File: src/rtl/burst_seq_pkg.sv
package burst_seq_pkg;
    typedef enum logic {
        ST_IDLE,
        ST_ACTIVE
    } seq_state_e;

    typedef enum logic [1:0] {
        CMD_HOLD,
        CMD_LOAD,
        CMD_STEP,
        CMD_DESEL
    } seq_cmd_e;
endpackage

File: src/rtl/burst_strobe_decode.sv
module burst_strobe_decode
    import burst_seq_pkg::*;
(
    input  logic     proc_stb_n,
    input  logic     ctrl_stb_n,
    input  logic     adv_n,
    input  logic     ce_main_n,
    input  logic     ce_hi,
    input  logic     ce_lo_n,
    input  logic     open_burst,
    output seq_cmd_e cmd,
    output logic     by_proc
);
    logic sec_en;
    logic proc_hit;
    logic ctrl_hit;

    always_comb begin
        sec_en   = ce_hi && !ce_lo_n;
        proc_hit = !proc_stb_n && !ce_main_n;
        ctrl_hit = proc_stb_n && !ctrl_stb_n;
        by_proc  = proc_hit;
        if (proc_hit || ctrl_hit) begin
            cmd = sec_en ? CMD_LOAD : CMD_DESEL;
        end else if (proc_stb_n && ctrl_stb_n && !adv_n && open_burst) begin
            cmd = CMD_STEP;
        end else begin
            cmd = CMD_HOLD;
        end
    end
endmodule

File: src/rtl/burst_addr_track.sv
module burst_addr_track
    import burst_seq_pkg::*;
#(
    parameter int ADDR_W  = 18,
    parameter int BURST_W = 2
) (
    input  logic              clk,
    input  logic              rst_n,
    input  seq_cmd_e          cmd,
    input  logic              order_sel,
    input  logic [ADDR_W-1:0] addr_in,
    output logic [ADDR_W-1:0] addr_out
);
    localparam int HI_W = ADDR_W - BURST_W;

    logic [ADDR_W-1:0]  base_q;
    logic [BURST_W-1:0] beat_q;
    logic               ilv_q;
    logic [BURST_W-1:0] ofs;

    always_ff @(posedge clk or negedge rst_n) begin
        if (!rst_n) begin
            base_q <= '0;
            beat_q <= '0;
            ilv_q  <= 1'b1;
        end else begin
            unique case (cmd)
                CMD_LOAD: begin
                    base_q <= addr_in;
                    beat_q <= '0;
                    ilv_q  <= order_sel;
                end
                CMD_STEP: beat_q <= beat_q + 1'b1;
                default:  ;
            endcase
        end
    end

    generate
        if (BURST_W > 0) begin : g_ofs
            always_comb begin
                if (ilv_q) ofs = base_q[BURST_W-1:0] ^ beat_q;
                else       ofs = base_q[BURST_W-1:0] + beat_q;
            end
        end
    endgenerate

    assign addr_out = {base_q[ADDR_W-1 -: HI_W], ofs};
endmodule

File: src/rtl/burst_seq_top.sv
module burst_seq_top
    import burst_seq_pkg::*;
#(
    parameter int ADDR_W  = 18,
    parameter int BURST_W = 2
) (
    input  logic              clk,
    input  logic              rst_n,
    input  logic              proc_stb_n,
    input  logic              ctrl_stb_n,
    input  logic              adv_n,
    input  logic              ce_main_n,
    input  logic              ce_hi,
    input  logic              ce_lo_n,
    input  logic              order_sel,
    input  logic [ADDR_W-1:0] addr_in,
    output logic [ADDR_W-1:0] addr_out,
    output logic              valid,
    output logic              from_proc
);
    seq_state_e state_q;
    seq_state_e state_d;
    seq_cmd_e   cmd;
    logic       by_proc;
    logic       src_q;

    burst_strobe_decode u_dec (
        .proc_stb_n (proc_stb_n),
        .ctrl_stb_n (ctrl_stb_n),
        .adv_n      (adv_n),
        .ce_main_n  (ce_main_n),
        .ce_hi      (ce_hi),
        .ce_lo_n    (ce_lo_n),
        .open_burst (state_q == ST_ACTIVE),
        .cmd        (cmd),
        .by_proc    (by_proc)
    );

    burst_addr_track #(
        .ADDR_W  (ADDR_W),
        .BURST_W (BURST_W)
    ) u_trk (
        .clk       (clk),
        .rst_n     (rst_n),
        .cmd       (cmd),
        .order_sel (order_sel),
        .addr_in   (addr_in),
        .addr_out  (addr_out)
    );

    // Next-state selection: T_START, T_RESTART, T_STEP, T_HOLD, T_DESELECT
    always_comb begin
        state_d = state_q;
        unique case (state_q)
            ST_IDLE:   if (cmd == CMD_LOAD)  state_d = ST_ACTIVE;
            ST_ACTIVE: if (cmd == CMD_DESEL) state_d = ST_IDLE;
            default:   state_d = ST_IDLE;
        endcase
    end

    always_ff @(posedge clk or negedge rst_n) begin
        if (!rst_n) state_q <= ST_IDLE;
        else        state_q <= state_d;
    end

    always_ff @(posedge clk or negedge rst_n) begin
        if (!rst_n)               src_q <= 1'b0;
        else if (cmd == CMD_LOAD) src_q <= by_proc;
    end

    always_comb begin
        valid     = (state_q == ST_ACTIVE);
        from_proc = src_q;
    end
endmodule

File: config.mk
export PLATFORM = sky130hd
export DESIGN_NAME = burst_seq_top
export DESIGN_NICKNAME = d
export VERILOG_FILES = /design/src/rtl/burst_seq_pkg.sv /design/src/rtl/burst_strobe_decode.sv /design/src/rtl/burst_addr_track.sv /design/src/rtl/burst_seq_top.sv
export SDC_FILE = /design/constraint.sdc
export NUM_CORES = 1
export LEC_CHECK = 0
export ABC_AREA = 1
export BUFFER_PORTS_ARGS = -buffer_cell sky130_fd_sc_hd__buf_4
export CAP_MARGIN = 20
export CORE_ASPECT_RATIO = 1.4
export CORE_MARGIN = 4
export CORE_UTILIZATION = 43
export DETAILED_ROUTE_END_ITERATION = 10
export PLACE_DENSITY = 0.75
export SLEW_MARGIN = 15
export SYNTH_ARGS = -nofsm -noshare
export SYNTH_HDL_FRONTEND = slang
export SYNTH_HIERARCHICAL = 1
export SYNTH_SLANG_ARGS = --single-unit
File: constraint.sdc
create_clock -name clk -period 1.3 [get_ports clk]
set_input_delay 0.195 -clock clk [delete_from_list [all_inputs] [get_ports clk]]
set_output_delay 0.195 -clock clk [all_outputs]
set_load 0.02 [all_outputs]
==> impl_metrics.json <==
{
  "status": "complete, but fails checks",
  "violations": "negative setup slack",
  "clkPwrFrac": 0.150,
  "p_sw_frac": 0.345,
  "synth.distinct_cells": 19,
  "yosysMostFrequentCell": "nand2_1",
  "clk_pin_slew_worst_paths_ns": 0.11,
  "multi_input_area_um2": 383,
  "p_per_area_mw_per_mm2": 1310,
  "clockBufferDepth": 2,
  "place_ws_ns": -0.0392,
  "grt_pass1_vias": 1016,
  "cp-start-kind": "flop",
  "period_minus_slack_ns": 1.48,
  "die_w_um": 52.6,
  "p_int_mw": 1.36,
  "crit_type": "flop to primary output",
  "vdd_drop_max_mv": 0.949,
  "drive_gt1_frac": 0.392,
  "clock_skew_ns": 0.000980,
  "worst_pin_slew_ns": 0.293,
  "synthArstFlopShare": 1.00,
  "synth-warning-count": 6,
  "power_frac_seq": 0.457,
  "htreeDepth": 1,
  "area_growth_pct": 31.4,
  "end_kind": "primary output",
  "hold_path_class": "input pin to flop",
  "clock_latency_ns": 0.29,
  "worstPathMaxFanout": 2,
  "grt_pass1_wl_um": 3860,
  "dieHeight_um": 70.5,
  "seq_area_um2": 578,
  "drtIter0Drc": 9,
  "max-cap-violations": 0,
  "track_usage": 0.134,
  "die_area_mm2": 0.00371,
  "cp.arrival_ns": 1.28,
  "synth_common_cells": "nand2_1 (32), inv_1 (30), dfrtp_1 (22)",
  "routed-via-count": 964,
  "initial_utilization": 0.454,
  "p_leak_nw": 0.831,
  "via_per_inst": 4.44,
  "synthesis.nets": 174,
  "syn_inst": 144,
  "layout.nets": 212,
  "power.total_mw": 2.07,
  "drc": 0,
  "synthFlopType": "dfrtp_1",
  "fmax_mhz": 676,
  "core_mm2": 0.00264,
  "avgSynthCellArea_um2": 8.33,
  "finalSetupViolations": 2,
  "crit_required_ns": 1.11,
  "yosys.area.top_type": "dfrtp_1",
  "row_count": 22,
  "n_fill_cell": 238,
  "finalMaxSlewViolations": 0,
  "rsz0062_at_grt": "yes",
  "cts-root-buf": "clkbuf_4",
  "comb_power_share": 0.394,
  "num_antenna_cells": 0,
  "dpl-instance-area_mm2": 0.00144,
  "grt_max_degree": 24,
  "port-buffer-count": 46,
  "ios": 47,
  "ys_seq_area_frac": 0.481,
  "finalHoldViolations": 0,
  "ys_top_cells_by_area": "dfrtp_1 (46%), buf_4 (10%), nand2_1 (10%)",
  "synth_edf_count": 0,
  "wl_per_cell_um": 10.8,
  "dp_hpwl_um": 1770,
  "syn_area_mm2": 0.00120,
  "detail_route.first_pass.iterations": 4,
  "cts.sinks": 23,
  "grt_overflow": 0,
  "synth-seq-cells": 23,
  "max-slew-margin-rel": 0.805,
  "cts-buffers-inserted": 3,
  "switchingPower_mw": 0.714,
  "wirelength_um": 2350,
  "cts_tree": "built",
  "fin_area_mm2": 0.00158,
  "finalCritPeriodShare": 1.14,
  "whs_ns": 0.0959,
  "finalWorstSetupSlack_ns": -0.179,
  "place_congestion": 0.642,
  "antenna_found_initial": 0,
  "synth_top_area_share": 0.459,
  "antenna_left": 0
}
-- final timing paths --
path / from / to / slack (ns) / depth (start not counted)
setup / recovery: u_trk/beat_q[0] / addr_out[1] / -0.18 / 7
hold / removal: addr_in[12] / u_trk/base_q[12] / 0.1 / 3
setup reg to reg: flop / u_trk/base_q[7] / 0.07 / 6
hold reg to reg: from_proc / from_proc / 0.50 / 2
max in group asynchronous: rst_n / u_trk/ilv_q / 0.71 / 2
min in group asynchronous: rst_n / u_trk/base_q[9] / 0.31 / 2
-- metrics by stage --
stage          std cells   util  setup TNS, ns
2_1_floorplan        144      -              0
3_3_place_gp         208  0.546              0
3_5_place_dp         208  0.546        -0.0890
4_1_cts              214  0.571         -0.229
5_1_grt              217  0.597         -0.427
6_report             217  0.597         -0.194
-- area by class of cell --
class / instances / share of cell area
flip-flops and latches: 23 / 0.367
repair buffers: 54 / 0.274
multi-input cells: 70 / 0.243
inverters: 30 / 0.0714
well taps: 36 / 0.0286
clock buffers: 4 / 0.0167
-- layout by cell type, fill, tap and decap left out, drive strengths merged --
cell         instances
a21oi                1
and2                 1
buf                 53
clkbuf               4
dfrtp               22
dfstp                1
dlygate4sd3          1
ha                   3
inv                 30
nand2               33
nand3                6
nor2                 4
o21ai               22
-- cell families (layout without fill, tap and decap cells) --
group,count (synthesis),after routing,share of synthesized area
buffers and inverters,51,88,0.236
DFF,23,23,0.481
and+or+nand+nor,44,44,0.150
AOI/OAI and AO/OA,23,23,0.102
adders and majority gates,3,3,0.0313
-- critical path: stages (launching register included) --
cell,delay (ns)
dfrtp_1,0.42
ha_4,0.16
inv_2,0.03
nor2_2,0.06
nand3_1,0.07
nand2_1,0.08
inv_2,0.04
buf_6,0.12
-- metal layers --
metal	wire, µm	global-route usage	up-vias
met5	0	0	-
met4	45	0.0739	0
met3	165	0.0213	6
met2	1240	0.242	39
met1	901	0.140	428
li1	-	-	491
-- timing repair --
item                                   4_1_cts  5_1_grt
pin swaps                                    1        3
setup buffers                                1        1
gates resized for setup                      5       16
gates cloned                                 0        2
endpoints found under the hold margin       22        0
setup endpoints to repair                    2       23
hold buffers                                 1        0
-- power by group through the flow --
stage | registers (mW) | logic [mW] | clock network (mW)
4_1_cts | 0.946 | 0.773 | 0.330
5_1_grt | 0.964 | 0.897 | 0.373
2_1_floorplan | 0.945 | 0.550 | 0
3_5_place_dp | 0.956 | 0.728 | 0
3_3_place_gp | 0.947 | 0.706 | 0
6_report | 0.945 | 0.816 | 0.310
-- registers in the layout, summed over array words and instances (netlist names), named ones only --
register      count
u_trk/base_q     18
u_trk/ilv_q       1
u_trk/beat_q      2
from_proc         1
(Power assumes the default switching activity.)
